`src/rtl/irqv_pkg.sv`:
```
package irqv_pkg;
    // bit positions that behaviour depends on
    localparam int RX_RDY_BIT     = 3;
    localparam int TX_RDY_BIT     = 4;
    localparam int BUSY_BIT       = 12;
    localparam int RX_DMA_BIT     = 15;
    localparam int TX_DMA_BIT     = 7;
    localparam int FORCE_TRIG_BIT = 11;
    localparam int FORCE_COUNT    = 6;
    localparam int NEW_MASK_BITS  = 6;
    localparam int OLD_MASK_BITS  = 5;
    localparam logic [15:0] W1C_SEL = 16'h0027;

    typedef enum logic [1:0] {
        CLR_NONE = 2'b00,
        CLR_VEC  = 2'b01,
        CLR_W1C  = 2'b10,
        CLR_BOTH = 2'b11
    } clr_src_e;
endpackage

```
`src/rtl/irqv_prio.sv`:
```
module irqv_prio #(
    parameter int DW = 16,
    parameter int CW = 5
) (
    input  logic [DW-1:0] req,
    output logic [DW-1:0] lowest_oh,
    output logic [CW-1:0] code
);
    // one-hot of the lowest requesting bit
    genvar g;
    generate
        for (g = 0; g < DW; g++) begin : g_oh
            if (g == 0) begin : g_first
                assign lowest_oh[g] = req[g];
            end else begin : g_rest
                assign lowest_oh[g] = req[g] & ~(|req[g-1:0]);
            end
        end
    endgenerate

    // index + 1 of the selected bit, zero when idle
    always_comb begin
        code = '0;
        for (int i = 0; i < DW; i++) begin
            if (lowest_oh[i]) begin
                code = code | CW'(i + 1);
            end
        end
    end
endmodule

```
`src/rtl/irqv_cfg.sv`:
```
module irqv_cfg
    import irqv_pkg::*;
#(
    parameter int DW          = 16,
    parameter int MW          = 8,
    parameter bit NEW_VARIANT = 1'b1
) (
    input  logic          clk,
    input  logic          srst,
    input  logic          mask_wr,
    input  logic          dma_wr,
    input  logic [DW-1:0] wr_data,
    output logic [MW-1:0] mask_q,
    output logic [DW-1:0] dma_q
);
    localparam int          KEEP_BITS = NEW_VARIANT ? NEW_MASK_BITS : OLD_MASK_BITS;
    localparam logic [MW-1:0] MASK_KEEP = MW'((1 << KEEP_BITS) - 1);
    localparam logic [DW-1:0] DMA_KEEP  = DW'(1 << RX_DMA_BIT) | DW'(1 << TX_DMA_BIT);

    logic [MW-1:0] mask_d;
    logic [DW-1:0] dma_d;

    always_comb begin
        mask_d = mask_q;
        dma_d  = dma_q;
        if (mask_wr) begin
            mask_d = wr_data[MW-1:0] & MASK_KEEP;
        end
        if (dma_wr) begin
            dma_d = wr_data & DMA_KEEP;
            if (wr_data[RX_DMA_BIT]) mask_d[RX_RDY_BIT] = 1'b0;
            if (wr_data[TX_DMA_BIT]) mask_d[TX_RDY_BIT] = 1'b0;
        end
    end

    always_ff @(posedge clk) begin
        if (srst) begin
            mask_q <= '0;
            dma_q  <= '0;
        end else begin
            mask_q <= mask_d;
            dma_q  <= dma_d;
        end
    end


    dma_rx_mask_chk: assert property (@(posedge clk) disable iff (srst)
        dma_wr && wr_data[RX_DMA_BIT] |=> !mask_q[RX_RDY_BIT]);


    dma_tx_mask_chk: assert property (@(posedge clk) disable iff (srst)
        dma_wr && wr_data[TX_DMA_BIT] |=> !mask_q[TX_RDY_BIT]);
endmodule

```
`src/rtl/irqv_status.sv`:
```
module irqv_status #(
    parameter int DW = 16
) (
    input  logic          clk,
    input  logic          srst,
    input  logic [DW-1:0] set_i,
    input  logic [DW-1:0] clr_i,
    input  logic [DW-1:0] force_i,
    output logic [DW-1:0] stat_q
);
    logic [DW-1:0] stat_d;

    // set pulses and forcing take priority over clearing
    always_comb begin
        stat_d = (stat_q & ~clr_i) | set_i | force_i;
    end

    always_ff @(posedge clk) begin
        if (srst) stat_q <= '0;
        else      stat_q <= stat_d;
    end


    set_keep_chk: assert property (@(posedge clk) disable iff (srst)
        (|set_i) |=> ((stat_q & $past(set_i)) == $past(set_i)));
endmodule

```
`src/rtl/irq_vector_unit.sv`:
```
module irq_vector_unit
    import irqv_pkg::*;
#(
    parameter int STAT_W      = 16,
    parameter int MASK_W      = 8,
    parameter bit NEW_VARIANT = 1'b1,
    localparam int CODE_W     = $clog2(STAT_W + 1)
) (
    input  logic              clk,
    input  logic              srst,
    input  logic [STAT_W-1:0] evt_set,
    input  logic              bus_busy,
    input  logic [STAT_W-1:0] wr_data,
    input  logic              mask_wr,
    input  logic              dma_wr,
    input  logic              stat_wr,
    input  logic              test_wr,
    input  logic              vec_rd,
    output logic [STAT_W-1:0] stat_rdata,
    output logic [MASK_W-1:0] mask_rdata,
    output logic [STAT_W-1:0] dma_rdata,
    output logic [CODE_W-1:0] vec_code,
    output logic              irq,
    output logic              dma_rx_req,
    output logic              dma_tx_req
);
    localparam logic [STAT_W-1:0] W1C_MASK   = STAT_W'(W1C_SEL);
    localparam logic [STAT_W-1:0] FORCE_MASK = STAT_W'((1 << FORCE_COUNT) - 1);
    localparam logic [STAT_W-1:0] RDY_PAIR   = STAT_W'(1 << RX_RDY_BIT) | STAT_W'(1 << TX_RDY_BIT);

    logic [STAT_W-1:0] stat_q;
    logic [MASK_W-1:0] mask_q;
    logic [STAT_W-1:0] dma_q;
    logic [STAT_W-1:0] pending;
    logic [STAT_W-1:0] lowest_oh;
    logic [STAT_W-1:0] clr_vec;
    logic [STAT_W-1:0] force_vec;
    clr_src_e          clr_src;

    assign pending = stat_q & STAT_W'(mask_q);

    irqv_cfg #(
        .DW         (STAT_W),
        .MW         (MASK_W),
        .NEW_VARIANT(NEW_VARIANT)
    ) u_cfg (
        .clk    (clk),
        .srst   (srst),
        .mask_wr(mask_wr),
        .dma_wr (dma_wr),
        .wr_data(wr_data),
        .mask_q (mask_q),
        .dma_q  (dma_q)
    );

    irqv_prio #(
        .DW(STAT_W),
        .CW(CODE_W)
    ) u_prio (
        .req      (pending),
        .lowest_oh(lowest_oh),
        .code     (vec_code)
    );

    // which clear sources act this cycle
    always_comb begin
        clr_src = clr_src_e'({stat_wr && NEW_VARIANT, vec_rd});
    end

    always_comb begin
        unique case (clr_src)
            CLR_NONE: clr_vec = '0;
            CLR_VEC:  clr_vec = lowest_oh;
            CLR_W1C:  clr_vec = wr_data & W1C_MASK;
            CLR_BOTH: clr_vec = lowest_oh | (wr_data & W1C_MASK);
            default:  clr_vec = '0;
        endcase
    end

    always_comb begin
        force_vec = '0;
        if (NEW_VARIANT && test_wr && wr_data[FORCE_TRIG_BIT]) begin
            force_vec = FORCE_MASK;
        end
    end

    irqv_status #(
        .DW(STAT_W)
    ) u_status (
        .clk    (clk),
        .srst   (srst),
        .set_i  (evt_set),
        .clr_i  (clr_vec),
        .force_i(force_vec),
        .stat_q (stat_q)
    );

    always_comb begin
        stat_rdata           = stat_q;
        stat_rdata[BUSY_BIT] = bus_busy;
    end

    assign mask_rdata = mask_q;
    assign dma_rdata  = dma_q;
    assign irq        = |pending;
    assign dma_rx_req = dma_q[RX_DMA_BIT] & stat_q[RX_RDY_BIT];
    assign dma_tx_req = dma_q[TX_DMA_BIT] & stat_q[TX_RDY_BIT];


    irq_code_chk: assert property (@(posedge clk) disable iff (srst)
        irq == (vec_code != '0));


    vec_onehot_chk: assert property (@(posedge clk) disable iff (srst)
        $onehot0(lowest_oh));


    vec_clear_chk: assert property (@(posedge clk) disable iff (srst)
        vec_rd && !test_wr && (vec_code != '0) && ((lowest_oh & evt_set) == '0)
        |=> ((stat_q & $past(lowest_oh)) == '0));


    rdy_hold_chk: assert property (@(posedge clk) disable iff (srst)
        stat_wr && !vec_rd
        |=> ((stat_q & RDY_PAIR & $past(stat_q)) == ($past(stat_q) & RDY_PAIR)));
endmodule

```
`config.mk`:
```
export PLATFORM = sky130hd
export DESIGN_NAME = irq_vector_unit
export DESIGN_NICKNAME = d
export VERILOG_FILES = /design/src/rtl/irqv_pkg.sv /design/src/rtl/irqv_prio.sv /design/src/rtl/irqv_cfg.sv /design/src/rtl/irqv_status.sv /design/src/rtl/irq_vector_unit.sv
export SDC_FILE = /design/constraint.sdc
export NUM_CORES = 1
export LEC_CHECK = 0
export BUFFER_PORTS_ARGS = -buffer_cell sky130_fd_sc_hd__buf_2
export CAP_MARGIN = 20
export CORE_MARGIN = 8
export CORE_UTILIZATION = 38
export DETAILED_ROUTE_END_ITERATION = 10
export PLACE_DENSITY_LB_ADDON = 0.25
export SETUP_SLACK_MARGIN = 0.05
export SYNTH_ARGS = -nofsm -noshare
export SYNTH_HDL_FRONTEND = slang
export SYNTH_SLANG_ARGS = --single-unit
export TNS_END_PERCENT = 10
```
`constraint.sdc`:
```
create_clock -name clk -period 1.6 [get_ports clk]
set_clock_uncertainty 0.2 [all_clocks]
set_input_delay 0.08 -clock clk [delete_from_list [all_inputs] [get_ports clk]]
set_output_delay 0.08 -clock clk [all_outputs]
set_load 0.05 [all_outputs]
```
# Word level (Yosys, flattened, before mapping)
# Cells that the tools add are included.
# Widths: inputs -> output; s select.
# totals
wordCells	84
out_inout_bits	48
in_bits	40
reg_bits	24
# op_classes
n_reduce_logical	17
n_mux	22
eq_ne	3
n_bitwise	38
# ops
operator	count
$pmux 16 s4	1
$mux 4	8
$or 16x6->16	2
$and 1x1->1	17
$and 16x16->16	1
$and 16x6->16	1
$not 16->16	1
$or 16x16->16	1
$reduce_or 16->1	1
$not 1->1	15
$reduce_or 15->1	1
$reduce_or 14->1	1
$reduce_or 13->1	1
$mux 3	4
$reduce_or 12->1	1
$reduce_or 11->1	1
$mux 5	2
$reduce_or 10->1	1
$reduce_or 9->1	1
$reduce_or 8->1	1
$reduce_or 7->1	1
$mux 2	3
$mux 6	1
$reduce_or 6->1	1
9 further kinds	12

# Depth between registers and ports, before layout
# depth
depth_word	18
depth_mapped	4
depth_no_buf	3

# Cells and area by module
# A second synthesis with hierarchy kept.
# unflattened
hier_cells	192
hier_area_um2	1604.0
# modules_own_cells
module	seq_area_each_um2	n_inst	area_per_inst_um2	cells_per_inst
irqv_status	320.3	1	629.4	66
irqv_cfg	160.2	1	416.6	43
irqv_prio	0.0	1	337.8	50
irq_vector_unit	0.0	1	220.2	33

# Least setup slack after synthesis
# No wires, ideal clock.
# synth_path
kind	register to output
from	register u_status.stat_q[4]
to	output port vec_code[0]
arrival_ps	1964
n_path_buf	0
required_time_ps	1320
path_slack_ps	-644
path_stages_with_launch	3
cell_sequence	dfxtp_1 -> a32oi_1 -> o21ai_0
# synth_between
elab_chain_len	14
elab_cells_between_ends	29
classes_between	mux: 12; bitwise: 12; reduce/logical: 5
# synth_lines
element	line	rtl
start: declaration	irqv_status.sv:9	output logic [DW-1:0] stat_q
start signal: assignment	irqv_status.sv:20	else stat_q <= stat_d;
$and 16x6->16 (*)	irq_vector_unit.sv:40	assign pending = stat_q & STAT_W'(mask_q);
$reduce_or 6->1 / $and 1x1->1 (equally long branches)	irqv_prio.sv:16	assign lowest_oh[g] = req[g] & ~(|req[g-1:0]);
$not 1->1 / $mux 3 (equally long branches)	irqv_prio.sv:16, irqv_prio.sv:25	
$and 1x1->1 / $mux 3 (equally long branches)	irqv_prio.sv:16, irqv_prio.sv:25	
$mux 3	irqv_prio.sv:25	if (lowest_oh[i]) begin
$mux 4 (7 in series)	irqv_prio.sv:25	
$mux 4 (*)	irqv_prio.sv:25	
$mux 5 (*)	irqv_prio.sv:25	
end: declaration	irq_vector_unit.sv:22	output logic [CODE_W-1:0] vec_code,
# Mark *: on every way between the ends. The rest lies on a longest branch, timed or not.

# Worst setup path after layout
# layout_path
from	register u_status.stat_q[1]
to	output port vec_code[2]
# layout_between
elab_chain_len	17
elab_cells_between_ends	38
classes_between	mux: 13; bitwise: 17; reduce/logical: 8
# layout_lines
element	line
$and 16x6->16 (*)	irq_vector_unit.sv:40
$reduce_or 3->1	irqv_prio.sv:16
$not 1->1	irqv_prio.sv:16
$and 1x1->1	irqv_prio.sv:16
$mux 3 (4 in series)	irqv_prio.sv:25
$mux 4 (7 in series)	irqv_prio.sv:25
$mux 4 (*)	irqv_prio.sv:25
$mux 5 (*)	irqv_prio.sv:25
# Marked as above.

==> impl_metrics.csv <==
group,metric,value,unit
synthesis,synth_top_area_cell,"dfxtp_1",
cells_and_area,stdcell_count,263,
power,p_per_area,802,nW/um2
synthesis,ys_top_cells_by_area,"dfxtp_1 43%, buf_4 13%, nor2_1 11%, mux2i_1 7.5%, a211oi_1 3.5%",
floorplan,die-width,69.1,um
placed_design,place_congestion,0.789,
placed_design,place_inst,211,
drt,drt_iter0_drc,57,
synthesis,syn_inst,126,
synthesis,yosysSeqAreaShare,43.0,%
power,cellLeakagePower,0.981,nW
min_path,holdPathEnd,"u_cfg.dma_q[15]",
synthesis,ys_top_cells_by_count,"30 x nor2_1, 23 x dfxtp_1, 19 x buf_4",
setup_path,cp.arrival,1.48,ns
sta,setup_ws,-0.158,ns
clock_network,clkSlewWorstSetupHoldPaths,0.13,ns
drt,vias,1260,
floorplan,start_util,39.5,%
setup_path,crit_chain,"a222oi_1, buf_4, nor2b_4, buf_6",
status,violations,"negative setup slack",
clock_network,clock_sinks,23,
synthesis,synth_most_common_cell,"nor2_1",
cells_and_area,layout.nets,273,
sta,drv_slew,0,
setup_path,cp.required,1.32,ns
cells_and_area,drive_above_1_share,40.1,%
cells_and_area,diodes,0,
status,status,"complete, but fails checks",
setup_path,crit_slowest_cell,"dfxtp_2",
synthesis,synth.avg_cell_area,8.49,um2
clock_network,cts-root-buf,"clkbuf_4",
setup_path,reg2reg_from,"u_status.stat_q[1]",
sta,finalSetupViolCount,3,
drt,antenna_left,0,
setup_path,reg2reg_slack,0.05,ns
setup_path,worstSetupPathType,"reg -> out",
synthesis,async_flop_share,0,%
floorplan,die_y,69.1,um
floorplan,die_area,4770,um2
power,fin_total_pwr,1.56,mW
sta,max_freq,0.569,GHz
clock_network,cts_buffers,3,
min_path,hp-start,"srst",
sta,fin_crit,1.76,ns
floorplan,ios,88,
sta,hold_viol,0,
clock_network,clk_path_buf_depth,2,
sta,worstMarginPinSlew,0.530,ns
min_path,hp-class,"in -> reg",
sta,rsz0062_at_grt,"true",
drt,post_drt_wl_per_cell,15.1,um
sta,period_share,110,%
drt,vias_per_cell,4.79,
min_path,holdPathStages,3,
sta,slew_headroom,64.6,%
placed_design,numPortBuffers,59,
run,max_cap_viol_count,0,
grt,grt-ovfl-total,0,
grt,grt_antenna_before_repair,0,
synthesis,yosys.area.top_type_share,43.0,%
synthesis,yosysUniqueCellTypes,26,
synthesis,synthesis.area,1070,um2
cells_and_area,syn_to_final_growth,81.4,%
synthesis,synth_edf_count,0,
setup_path,rr_worst_depth,6,
floorplan,core,2710,um2
drt,routed_wl,3970,um
placed_design,hpwl,2430,um
clock_network,htreeDepth,1,
grt,grt_pass1_vias,1323,
grt,grt_pass1_wl,6310,um
synthesis,ys_ff_latch,23,
sta,whs,0.0999,ns
setup_path,max_stage_delay,0.37,ns
setup_path,worstReg2RegEnd,"u_status.stat_q[3]",
setup_path,startpoint_type,"flip-flop",
synthesis,ys_warn_count,0,
clock_network,cts_tree,"yes",
clock_network,clock_latency,0.31,ns
drt,firstDrtPassIters,4,
setup_path,worstPathMaxFanout,5,
synthesis,synthFlopType,"dfxtp_1",
floorplan,rows,19,
power,ir_drop,0.686,mV
grt,grt_usage,15.3,%
grt,grt_start_max_net_pins,15,
setup_path,worst_setup_path_end_kind,"output pin",
drt,drc_errors,0,
-- worst max-delay path by stage --
stage / startpoint / endpoint / slack (ns) / depth (start not counted)
after floorplan: u_status.stat_q[0] / vec_code[2] / 0.02 / 2
after global placement: u_cfg.mask_q[0] / vec_code[2] / 0.08 / 3
after detailed placement: u_cfg.mask_q[0] / vec_code[2] / 0.11 / 3
after CTS: u_cfg.mask_q[1] / irq / -0.16 / 4
after global routing: u_status.stat_q[1] / irq / -0.21 / 5
final: u_status.stat_q[1] / vec_code[2] / -0.16 / 4
-- metrics by stage --
step                      setup WS [ns]  util (%)  instance area [um2]  TNS, ns
final                            -0.158      71.6                 1940   -0.383
after global routing             -0.206      71.6                 1940   -0.539
after CTS                        -0.159      69.2                 1870   -0.428
after detailed placement          0.108      49.7                 1350        0
after global placement           0.0847      49.7                 1350        0
after floorplan                  0.0200         -                 1160        0
-- flip-flops by register name, summed over array words and instances (netlist names) --
register	flops
u_status.stat_q	15
u_cfg.mask_q	6
u_cfg.dma_q	2
-- critical path: cells and delay by family, from the launching register on --
kind / cells / cell delay, ns
AND/OR/NAND/NOR: 1 / 0.13
buffers and inverters: 2 / 0.34
flip-flops: 1 / 0.37
AO/OA/AOI/OAI: 1 / 0.32
-- power breakdown --
part / internal [mW] / switching [mW] / total, mW
logic: 0.224 / 0.404 / 0.628
clock network: 0.0934 / 0.183 / 0.277
registers: 0.613 / 0.0398 / 0.653
total: 0.930 / 0.627 / 1.56
-- per-layer routing --
layer,vias to the layer above,track usage (%),part of all wire (%)
met5,-,0,0
met4,0,7.52,2.1
li1,604,-,-
met3,10,6.15,8.5
met1,584,16.8,39
met2,62,24.9,50
-- cell usage in the layout, fill, tap and decap left out, types with 6 or more instances in the layout --
cell type / instances
buf_2: 54
dlygate4sd3_1: 42
nor2_1: 30
conb_1: 18
dfxtp_1: 11
mux2i_1: 8
dfxtp_2: 7
nand2_1: 6
-- layout make-up --
type	instances	area, um2
tap	31	38.8
multi-input combinational	94	559
timing repair buffer	108	816
clock inverter	1	5.00
inverter	3	11.3
sequential	23	488
clock buffer	3	22.5
fill	206	769
-- cell families after synthesis --
kind of cell | share of synthesized area, %
AND/OR/NAND/NOR | 18.7
multiplexers | 7.49
AO/OA/AOI/OAI | 14.4
other | 0.351
flip-flops | 43.0
buffers and inverters | 16.0
-- repair_timing --
item | CTS | global route
endpoints found under the hold margin | 24 | 0
pin swaps | 4 | 6
cloned | 0 | 0
setup buffers | 4 | 1
setup endpoints to repair | 4 | 6
hold buffers | 43 | 0
gates resized for setup | 14 | 15
Note: power is estimated with default switching activity, not from simulation.
